### src/rtl/saf_pkg.sv
package saf_pkg;
  typedef enum logic [1:0] {
    FMT_RJ   = 2'b00,
    FMT_LJ   = 2'b01,
    FMT_RST  = 2'b10,
    FMT_GATE = 2'b11
  } fmt_e;

  typedef enum logic [1:0] {
    LEN_FULL  = 2'b00,
    LEN_MID   = 2'b01,
    LEN_SHORT = 2'b10,
    LEN_RSVD  = 2'b11
  } len_e;

  localparam logic [1:0] MODE_SLAVE = 2'b01;
endpackage

### src/rtl/saf_frame_timer.sv
module saf_frame_timer #(
  parameter int FRAME_CYC = 256,
  localparam int PH_W = $clog2(FRAME_CYC)
) (
  input  logic            clk_i,
  input  logic            rst_ni,
  input  logic            run_i,
  input  logic            slave_i,
  input  logic            wclk_i,
  output logic [PH_W-1:0] ph_o
);
  logic [2:0]      sync_q;
  logic [PH_W-1:0] ph_q;
  logic            ext_rise;

  always_ff @(posedge clk_i or negedge rst_ni) begin
    if (!rst_ni) sync_q <= '0;
    else         sync_q <= {sync_q[1:0], wclk_i};
  end

  assign ext_rise = sync_q[1] & ~sync_q[2];

  always_ff @(posedge clk_i or negedge rst_ni) begin
    if (!rst_ni)                          ph_q <= '0;
    else if (!run_i)                      ph_q <= '0;
    else if (slave_i && ext_rise)         ph_q <= '0;
    else if (ph_q == PH_W'(FRAME_CYC-1))  ph_q <= '0;
    else                                  ph_q <= ph_q + 1'b1;
  end

  assign ph_o = ph_q;
endmodule

### src/rtl/saf_sample_store.sv
module saf_sample_store #(
  parameter int N_CH  = 8,
  parameter int SMP_W = 24,
  parameter int USR_W = 4,
  localparam int DW = N_CH * SMP_W
) (
  input  logic             clk_i,
  input  logic             rst_ni,
  input  logic             run_i,
  input  logic             vld_i,
  input  logic [DW-1:0]    data_i,
  input  logic [USR_W-1:0] user_i,
  input  logic             load_i,
  output logic [DW-1:0]    hold_o,
  output logic [USR_W-1:0] hold_user_o
);
  logic [DW-1:0]    pend_q, hold_q;
  logic [USR_W-1:0] pend_user_q, hold_user_q;
  logic             pend_vld_q;

  always_ff @(posedge clk_i or negedge rst_ni) begin
    if (!rst_ni) begin
      pend_q      <= '0;
      pend_user_q <= '0;
      pend_vld_q  <= 1'b0;
      hold_q      <= '0;
      hold_user_q <= '0;
    end else if (!run_i) begin
      pend_q      <= '0;
      pend_user_q <= '0;
      pend_vld_q  <= 1'b0;
      hold_q      <= '0;
      hold_user_q <= '0;
    end else if (load_i) begin
      // newest set wins at the boundary; otherwise repeat the held one
      if (vld_i) begin
        hold_q      <= data_i;
        hold_user_q <= user_i;
      end else if (pend_vld_q) begin
        hold_q      <= pend_q;
        hold_user_q <= pend_user_q;
      end
      pend_vld_q <= 1'b0;
    end else if (vld_i) begin
      pend_q      <= data_i;
      pend_user_q <= user_i;
      pend_vld_q  <= 1'b1;
    end
  end

  assign hold_o      = hold_q;
  assign hold_user_o = hold_user_q;
endmodule

### src/rtl/saf_lane_bit.sv
module saf_lane_bit import saf_pkg::*; #(
  parameter int SMP_W  = 24,
  parameter int SLOT_W = 32,
  localparam int SLOT_IW = $clog2(SLOT_W),
  localparam int IDX_W   = $clog2(SMP_W)
) (
  input  logic [SMP_W-1:0]   left_i,
  input  logic [SMP_W-1:0]   right_i,
  input  logic               right_sel_i,
  input  logic [SLOT_IW-1:0] slot_i,
  input  logic               rj_i,
  input  logic [1:0]         len_i,
  output logic               bit_o
);
  localparam int MID_W   = SMP_W - 4;
  localparam int SHORT_W = SMP_W - 8;
  localparam int PAD     = SLOT_W - SMP_W;

  logic [SMP_W-1:0] raw, word;
  logic [IDX_W-1:0] idx;
  int               s;

  always_comb begin
    raw = right_sel_i ? right_i : left_i;
    if (rj_i) begin
      unique case (len_i)
        LEN_MID:   word = {{(SMP_W-MID_W){raw[MID_W-1]}}, raw[MID_W-1:0]};
        LEN_SHORT: word = {{(SMP_W-SHORT_W){raw[SHORT_W-1]}}, raw[SHORT_W-1:0]};
        default:   word = raw;
      endcase
    end else begin
      unique case (len_i)
        LEN_MID:   word = {raw[MID_W-1:0], {(SMP_W-MID_W){1'b0}}};
        LEN_SHORT: word = {raw[SHORT_W-1:0], {(SMP_W-SHORT_W){1'b0}}};
        default:   word = raw;
      endcase
    end

    s     = int'(slot_i);
    idx   = '0;
    bit_o = 1'b0;
    if (rj_i) begin
      // leading pad slots repeat the MSB
      if (s < PAD) begin
        bit_o = word[SMP_W-1];
      end else begin
        idx   = IDX_W'(SLOT_W - 1 - s);
        bit_o = word[idx];
      end
    end else if (s < SMP_W) begin
      idx   = IDX_W'(SMP_W - 1 - s);
      bit_o = word[idx];
    end
  end
endmodule

### src/rtl/audio_ser_fmt.sv
module audio_ser_fmt import saf_pkg::*; #(
  parameter int SMP_W    = 24,
  parameter int N_LANE   = 4,
  parameter int SLOT_W   = 32,
  parameter int MCLK_DIV = 4,
  parameter int USR_W    = 4
) (
  input  logic                      clk_i,
  input  logic                      rst_ni,
  input  logic [1:0]                fmt_i,
  input  logic [1:0]                mode_i,
  input  logic [1:0]                src_len_i,
  input  logic                      mute_i,
  input  logic                      smp_valid_i,
  input  logic [2*N_LANE*SMP_W-1:0] smp_data_i,
  input  logic [USR_W-1:0]          user_i,
  input  logic                      wclk_i,
  output logic                      wclk_o,
  output logic                      bclk_o,
  output logic [N_LANE-1:0]         sdata_o,
  output logic [USR_W-1:0]          user_o
);
  localparam int N_CH      = 2 * N_LANE;
  localparam int HALF_CYC  = SLOT_W * MCLK_DIV;
  localparam int FRAME_CYC = 2 * HALF_CYC;
  localparam int PH_W      = $clog2(FRAME_CYC);
  localparam int SUB_W     = $clog2(MCLK_DIV);
  localparam int SLOT_IW   = $clog2(SLOT_W);
  localparam int LEAD      = MCLK_DIV / 2;
  localparam int DW        = N_CH * SMP_W;

  logic              run, slave, rj;
  logic [PH_W-1:0]   ph, ph_d;
  logic [SUB_W-1:0]  sub;
  logic [SLOT_IW-1:0] slot_now, slot_d;
  logic              half_d, bclk_n, load;
  logic [DW-1:0]     hold;
  logic [USR_W-1:0]  hold_user;
  logic [N_LANE-1:0] lane_bit;

  logic              wclk_q, bclk_q;
  logic [N_LANE-1:0] sdata_q;
  logic [USR_W-1:0]  user_q;

  assign run   = (fmt_i != FMT_RST);
  assign slave = (mode_i == MODE_SLAVE);
  assign rj    = (fmt_i == FMT_RJ);

  saf_frame_timer #(.FRAME_CYC(FRAME_CYC)) u_timer (
    .clk_i   (clk_i),
    .rst_ni  (rst_ni),
    .run_i   (run),
    .slave_i (slave),
    .wclk_i  (wclk_i),
    .ph_o    (ph)
  );

  // left-justified codes launch each bit half a slot early
  assign ph_d     = rj ? ph : ph + PH_W'(LEAD);
  assign sub      = ph[SUB_W-1:0];
  assign slot_now = ph[PH_W-2 -: SLOT_IW];
  assign slot_d   = ph_d[PH_W-2 -: SLOT_IW];
  assign half_d   = ph_d[PH_W-1];
  assign load     = run && (ph_d == PH_W'(FRAME_CYC-1));

  always_comb begin
    unique case (fmt_i)
      FMT_RJ:   bclk_n = (int'(sub) >= LEAD);
      FMT_LJ:   bclk_n = (int'(sub) < LEAD);
      FMT_GATE: bclk_n = (int'(sub) < LEAD) && (int'(slot_now) < SMP_W);
      default:  bclk_n = 1'b0;
    endcase
  end

  saf_sample_store #(.N_CH(N_CH), .SMP_W(SMP_W), .USR_W(USR_W)) u_store (
    .clk_i       (clk_i),
    .rst_ni      (rst_ni),
    .run_i       (run),
    .vld_i       (smp_valid_i),
    .data_i      (smp_data_i),
    .user_i      (user_i),
    .load_i      (load),
    .hold_o      (hold),
    .hold_user_o (hold_user)
  );

  for (genvar l = 0; l < N_LANE; l++) begin : g_lane
    saf_lane_bit #(.SMP_W(SMP_W), .SLOT_W(SLOT_W)) u_lane (
      .left_i      (hold[(2*l)*SMP_W +: SMP_W]),
      .right_i     (hold[(2*l+1)*SMP_W +: SMP_W]),
      .right_sel_i (half_d),
      .slot_i      (slot_d),
      .rj_i        (rj),
      .len_i       (src_len_i),
      .bit_o       (lane_bit[l])
    );
  end

  always_ff @(posedge clk_i or negedge rst_ni) begin
    if (!rst_ni) begin
      wclk_q  <= 1'b0;
      bclk_q  <= 1'b0;
      sdata_q <= '0;
      user_q  <= '0;
    end else if (!run) begin
      wclk_q  <= 1'b0;
      bclk_q  <= 1'b0;
      sdata_q <= '0;
      user_q  <= '0;
    end else begin
      wclk_q  <= ~ph[PH_W-1];
      bclk_q  <= bclk_n;
      sdata_q <= mute_i ? '0 : lane_bit;
      if (ph == '0) user_q <= hold_user;
    end
  end

  assign wclk_o  = wclk_q;
  assign bclk_o  = bclk_q;
  assign sdata_o = sdata_q;
  assign user_o  = user_q;
endmodule

### config.mk
export PLATFORM = sky130hd
export DESIGN_NAME = audio_ser_fmt
export DESIGN_NICKNAME = d
export VERILOG_FILES = /design/src/rtl/saf_pkg.sv /design/src/rtl/saf_frame_timer.sv /design/src/rtl/saf_sample_store.sv /design/src/rtl/saf_lane_bit.sv /design/src/rtl/audio_ser_fmt.sv
export SDC_FILE = /design/constraint.sdc
export NUM_CORES = 1
export LEC_CHECK = 0
export ABC_AREA = 1
export BUFFER_PORTS_ARGS = -buffer_cell sky130_fd_sc_hd__buf_2
export CORE_ASPECT_RATIO = 2
export CORE_MARGIN = 2
export CORE_UTILIZATION = 50
export CTS_BUF_LIST = sky130_fd_sc_hd__clkbuf_4
export CTS_CLUSTER_DIAMETER = 200
export DETAILED_ROUTE_END_ITERATION = 8
export GPL_TIMING_DRIVEN = 0
export PLACE_DENSITY = 0.72
export SLEW_MARGIN = 0
export SYNTH_ARGS = -nofsm -noshare
export SYNTH_HDL_FRONTEND = slang
export SYNTH_HIERARCHICAL = 1
export SYNTH_SLANG_ARGS = --single-unit
### constraint.sdc
create_clock -name clk_i -period 3.5 [get_ports clk_i]
set_clock_uncertainty 0.2 [all_clocks]
set_input_delay 0.875 -clock clk_i [delete_from_list [all_inputs] [get_ports clk_i]]
set_output_delay 0.875 -clock clk_i [all_outputs]
set_load 0.02 [all_outputs]
Word level (Yosys, flattened, before mapping)
Cells that the tools add are included.
{"block": "word_totals", "out_inout_bits": 10, "elab_cells": 118, "register_bits": 414}
{"block": "classes", "n_reduce_logical": 7, "n_eq_ne": 14, "n_mux": 72, "n_addsub": 4, "n_lt_le_gt_ge": 7, "n_bitwise": 3}
{"cell": "$mux 192", "n": 7}
{"cell": "$pmux 24 s2", "n": 8}
{"cell": "$mux 24", "n": 8}
{"cell": "$mux 4", "n": 11}
{"cell": "$bmux 1 s5", "n": 8}
{"cell": "$mux 8", "n": 4}
{"cell": "$mux 1", "n": 25}
{"cell": "$eq 8x8->1 const B", "n": 2}
{"cell": "$lt 5x6->1 const B", "n": 2}
{"cell": "$lt 5x5->1 const B", "n": 2}
{"cell": "$sub 5x5->5 const A", "n": 2}
{"cell": "$add 8x1->8 const B", "n": 1}
{"cell": "$add 8x2->8 const B", "n": 1}
{"cell": "$logic_not 8->1", "n": 1}
{"cell": "$eq 2x1->1 const B", "n": 3}
{"cell": "$ne 2x2->1 const B", "n": 3}
{"cell": "$ne 3x2->1 const B", "n": 2}
{"cell": "$lt 5x4->1 const B", "n": 1}
{"cell": "$eq 2x2->1 const B", "n": 2}
{"cell": "$ne 2x1->1 const B", "n": 2}
{"cell": "$reduce_and 2->1", "n": 2}
{"cell": "$logic_and 1x1->1", "n": 3}
{"cell": "$pmux 1 s3", "n": 1}
{"cell": "$ge 2x2->1 const B", "n": 1}
{"cell": "other kinds (4)", "n": 5}

Longest topological paths before layout
{"block": "depth", "depth_word": 11, "ltp_mapped": 24, "mapped_depth_nobuf": 23}

Modules after synthesis
Netlist, hierarchy kept.
{"mod": "saf_sample_store", "area_per_inst_um2": 18133.6, "cells_per_inst": 2360, "instances": 1}
{"mod": "saf_lane_bit at g_lane[1].u_lane ...", "area_per_inst_um2": 1191.1, "cells_per_inst": 267, "instances": 2}
{"mod": "saf_lane_bit at g_lane[3].u_lane", "area_per_inst_um2": 1211.2, "cells_per_inst": 264, "instances": 1}
{"mod": "saf_lane_bit at g_lane[0].u_lane", "area_per_inst_um2": 1118.6, "cells_per_inst": 252, "instances": 1}
{"mod": "audio_ser_fmt", "area_per_inst_um2": 644.4, "cells_per_inst": 97, "instances": 1}
{"mod": "saf_frame_timer", "area_per_inst_um2": 485.5, "cells_per_inst": 51, "instances": 1}

Worst setup path after synthesis
Ideal clock, no wire load.
{"block": "synth_timing", "kind": "input -> register", "from": "in fmt_i[1]", "to": "reg sdata_q[0], in the netlist sdata_o[0]", "n_path_buf": 1, "t_arrival_ps": 3625, "setup_slack_ps": -396, "setup_ps": 71, "path_stages": 15, "cell_sequence": "nor2_4 o21ai_0 inv_1 buf_2 nand2_1 nand3_1 nand3b_1 nand3_1 a21oi_1 nand2_1 nand3_1 nand2_1 nand2_1 nand2_1 nor2_1"}
{"block": "synth_via", "elab_cells_between_ends": 20, "cone_classes": "add/sub (2); order compare (2); eq/ne (1); mux (14); reduce/logical (1)"}
{"element": "from (decl)", "line_no": "audio_ser_fmt.sv:10", "source": "input logic [1:0] fmt_i,"}
{"element": "$logic_not 2->1 (*)", "line_no": "audio_ser_fmt.sv:47", "source": "assign rj = (fmt_i == FMT_RJ);"}
{"element": "$mux 8 (*)", "line_no": "audio_ser_fmt.sv:59", "source": "assign ph_d = rj ? ph : ph + PH_W'(LEAD);"}
{"element": "named net ph_d[2]", "line_no": "audio_ser_fmt.sv:33", "source": "logic [PH_W-1:0] ph, ph_d;"}
{"element": "$sub 5x5->5 (on tied branches)", "line_no": "saf_lane_bit.sv:51, saf_lane_bit.sv:47"}
{"element": "$bmux 1 s5 (on tied branches)", "line_no": "saf_lane_bit.sv:52, saf_lane_bit.sv:48"}
{"element": "$mux 1 (on tied branches)", "line_no": "saf_lane_bit.sv:52, saf_lane_bit.sv:48"}
{"element": "$mux 1 (on tied branches)", "line_no": "saf_lane_bit.sv:50, saf_lane_bit.sv:44"}
{"element": "$mux 1 (*)", "line_no": "saf_lane_bit.sv:42", "source": "if (rj_i) begin"}
{"element": "named net lane_bit[0]", "line_no": "audio_ser_fmt.sv:39", "source": "logic [N_LANE-1:0] lane_bit;"}
{"element": "$mux 4 (*)", "line_no": "audio_ser_fmt.sv:113", "source": "sdata_q <= mute_i ? '0 : lane_bit;"}
{"element": "$mux 4 (*)", "line_no": "audio_ser_fmt.sv:105", "source": "end else if (!run) begin"}
{"element": "to (signal assigned)", "line_no": "audio_ser_fmt.sv:113"}
{"element": "to (decl)", "line_no": "audio_ser_fmt.sv:42", "source": "logic [N_LANE-1:0] sdata_q;"}
Mark *: on every way through the listed nets, which the timed path passes. The rest lies on a longest branch. The select of a mux whose other input is x is not followed.
A chain may end at the register's enable or synchronous reset.

Worst setup path in the final report
{"block": "layout_timing", "from": "in fmt_i[0]", "to": "reg sdata_q[1], in the netlist sdata_o[1]"}
{"block": "layout_via", "elab_chain_cells": 11, "elab_cells_between_ends": 20, "cone_classes": "add/sub (2); order compare (2); eq/ne (1); mux (14); reduce/logical (1)"}
{"element": "$logic_not 2->1 (*)", "line_no": "audio_ser_fmt.sv:47"}
{"element": "named net rj", "line_no": "audio_ser_fmt.sv:32", "source": "logic run, slave, rj;"}
{"element": "$mux 8 (*)", "line_no": "audio_ser_fmt.sv:59"}
{"element": "named net ph_d[7]", "line_no": "audio_ser_fmt.sv:33"}
{"element": "$mux 24 (*)", "line_no": "saf_lane_bit.sv:24", "source": "raw = right_sel_i ? right_i : left_i;"}
{"element": "$pmux 24 s2 (on tied branches)", "line_no": "saf_lane_bit.sv:32, saf_lane_bit.sv:26"}
{"element": "$mux 24 (*)", "line_no": "saf_lane_bit.sv:25", "source": "if (rj_i) begin"}
{"element": "$bmux 1 s5 (on tied branches)", "line_no": "saf_lane_bit.sv:52, saf_lane_bit.sv:48"}
{"element": "$mux 1 (on tied branches)", "line_no": "saf_lane_bit.sv:52, saf_lane_bit.sv:48"}
{"element": "$mux 1 (on tied branches)", "line_no": "saf_lane_bit.sv:50, saf_lane_bit.sv:44"}
{"element": "$mux 1 (*)", "line_no": "saf_lane_bit.sv:42"}
{"element": "named net lane_bit[1]", "line_no": "audio_ser_fmt.sv:39"}
{"element": "$mux 4 (*)", "line_no": "audio_ser_fmt.sv:113"}
{"element": "$mux 4 (*)", "line_no": "audio_ser_fmt.sv:105"}
Marked as above.

==> impl_metrics.toml <==
[drt]
first_iter_violations = 1756
viasPerCell = 5.30
finalWirelength_um = 78900
wl_met2_um = 40900
wl_met1_um = 28900
topRoutingLayerUsed = "met5"
via_count = 24600
drc = 0
dr_wl_met3_um = 4050
firstDrtPassIters = 8
ant_nets = 0
avgRoutedWirePerCell_um = 17.0

[global_routing]
grt_pass1_wl_um = 126000
grt_antenna_before_repair = 5
grt_max_degree = 116
grt.total_usage_pct = 31.6
grt_pass1_vias = 24600
overflow = 0

[floorplan]
num_io_pins = 217
die_x_um = 159
rows = 113
die_h_um = 314
initial_core_util_pct = 50.6
dieArea_um2 = 49800
coreArea_um2 = 47400

[placed_design]
portBuffers = 216
place.gp.congestion = 0.998
post-dp-hpwl_um = 58000
place_area_um2 = 26000

[synth]
yosysTopAreaCell = "dfrtp_1"
async_flop_share_pct = 100
synth.cell_area_um2 = 24000
synth_nets = 3783
synth-main-ff-cell = "dfrtp_1"
synth_top_cells_by_area = "dfrtp_1 43%, nand2_1 27%, nand3_1 18%"
syn_inst = 3558
synth.ff_latch_count = 414
yosysWarnings = 6
synth_seq_area_share_pct = 43.2
yosys.area.top_type_share_pct = 43.2
syn_avg_cell_area_um2 = 6.74
synth_cell_types = 34
synth_edf_count = 0

[pwr]
leakage_uw = 0.0157
p_seq_share_pct = 42.2
power_uw = 12300
combPwrFrac_pct = 24.1
internal-power_uw = 8060
p_per_area_nw_per_um2 = 445
p_sw_share_pct = 34.5
p_switching_uw = 4250
clockPowerShare_pct = 33.6
peakVddDrop_uv = 398

[critical_path]
cpMostUsedCell = "nand3_1"
slowest_delay_ps = 580
slowest_stage = "nor2_4"
cp-end-kind = "flip-flop"
reg2reg_slack_ps = 250
critical_path_required_ps = 4100
path_cells = "buf_2, nor2_4, nor2_2, nand3_2, xor2_2, clkinvlp_4, buf_12, buf_6, buf_6, nand2_1, nand3_1, nand3_1, nand3_1, nand3_1, nand3_1, nand3_1, nand3_1, nand2_1, nand2_1, nand2_1, nand2_1, nor2_1"
cp_max_fo = 13
cp-start-kind = "input port"
critPathKind = "in2reg"
crit_arrival_ps = 3950

[timing]
clock.fmax_mhz = 298
hold_slack_ps = 59.2
hold_viol = 0
setup_violations = 0
rsz0062_at_grt = "false"
relSlewSlack_pct = 36.4
min_period_over_period_pct = 95.8
post-route-min-period_ps = 3350
tightest_slew_ps = 955
slew_violations = 0

[run_status]
outcome = "finished, final reports clean"

[clocking]
cts_buffer_depth = 3
cts.clk_slew.worst_paths_ps = 70
cts_root_buffer = "clkbuf_4"
cts_tree = "yes"
clk_latency_ps = 860
htreeDepth = 3
cts_buffers = 98
cts.sinks = 414

[finish]
finalNetCount = 4136
drive_gt1_share_pct = 14.7
area_growth_pct = 15.4
final_design_area_no_fill_um2 = 27700

[worst_hold_path]
hold_path_class = "in2reg"

[run]
cap_violations = 0
-- critical path: cells and delay by family --
family,cells,cell delay [ps]
simple gates,16,2020
buf+inv,5,810
xor+xnor,1,210
-- cells by family after synthesis --
group,count (synthesis),synth area share (%)
simple gates,2639,46.3
buf+inv,416,7.85
flops,414,43.2
compound gates,68,1.54
fa+ha+maj,18,0.939
xor+xnor,3,0.110
-- power by group through the flow --
stage                     registers, uW  clock network (uW)  logic, uW
after CTS                          5190                4250       2920
after global placement             5280                   0       2830
after floorplan                    5270                   0       1870
after detailed placement           5280                   0       2890
final                              5200                4140       2970
after global routing               5220                4470       3320
-- worst paths after layout --
path,depth (start not counted),to,start
worst min-delay path,3,u_store/pend_q[152],smp_data_i[152]
min in group asynchronous,2,u_store/pend_q[30],rst_ni
max in group asynchronous,4,u_store/pend_q[114],rst_ni
worst max register to register,22,sdata_o[1],u_timer/ph_o[2]
worst max-delay path,22,sdata_o[1],fmt_i[0]
worst min register to register,0,u_timer/sync_q[1],u_timer/sync_q[0]
-- placed cells by master, fill, tap and decap left out, types with 15 or more instances in the layout --
cell,Yosys,final
a21oi_1,19,19
buf_1,23,23
buf_2,126,338
buf_4,13,17
clkbuf_1,63,62
clkbuf_4,0,136
clkinv_1,0,31
dfrtp_1,414,412
dlygate4sd3_1,0,28
ha_1,18,17
inv_1,160,159
inv_2,14,15
nand2_1,1706,1706
nand3_1,853,852
nor2_1,41,40
o21ai_0,23,19
o21ai_1,18,21
-- per-stage QoR --
step / utilization [%] / TNS [ps] / cells / setup WS (ps)
floorplan: - / 0 / 3558 / 16.2
global placement: 54.6 / -3240390 / 4406 / -7140
detailed placement: 54.8 / -324490 / 4410 / -1140
CTS: 58.2 / 0 / 4622 / 36.8
global route: 58.4 / 0 / 4629 / 8.28
finish: 58.4 / 0 / 4634 / 146
-- what timing repair did --
item / in CTS / in global routing
endpoints found under the setup margin: 151 / 145
hold endpoints to repair: 134 / 0
resized for setup: 4 / 13
gates cloned: 0 / 1
pin swaps: 0 / 1
hold buffers: 28 / 0
setup buffers: 1 / 3
-- per-layer routing --
metal	vias up	track usage [%]
li1	12100	-
met1	11400	33.9
met2	814	58.1
met3	276	5.05
met4	2	19.4
met5	-	0
-- Yosys cell counts (18+ instances only) --
master	number
a21oi_1	19
buf_1	23
buf_2	126
clkbuf_1	63
dfrtp_1	414
ha_1	18
inv_1	160
nand2_1	1706
nand3_1	853
nor2_1	41
o21ai_0	23
o21ai_1	18
-- state kept, by name, indices dropped and copies added (netlist names) --
name and count:
u_store/pend_vld_q 1, u_timer/ph_o 8, wclk_o 1, sdata_o 4, bclk_o 1, u_store/pend_q 192
u_store/pend_user_q 4, u_store/hold_o 192, u_timer/sync_q 3, u_store/hold_user_o 4, user_o 4
-- final cells by class --
cell class / instances / area, um^2
Antenna cell: 8 / 20.0
Buffer: 242 / 1240
Clock buffer: 134 / 1010
Clock inverter: 49 / 290
Fill cell: 4767 / 19700
Inverter: 174 / 657
Multi-Input combinational cell: 2729 / 11800
Sequential cell: 414 / 10400
Tap cell: 632 / 791
Timing Repair Buffer: 252 / 1520
Note: power is estimated with default switching activity, not from simulation.
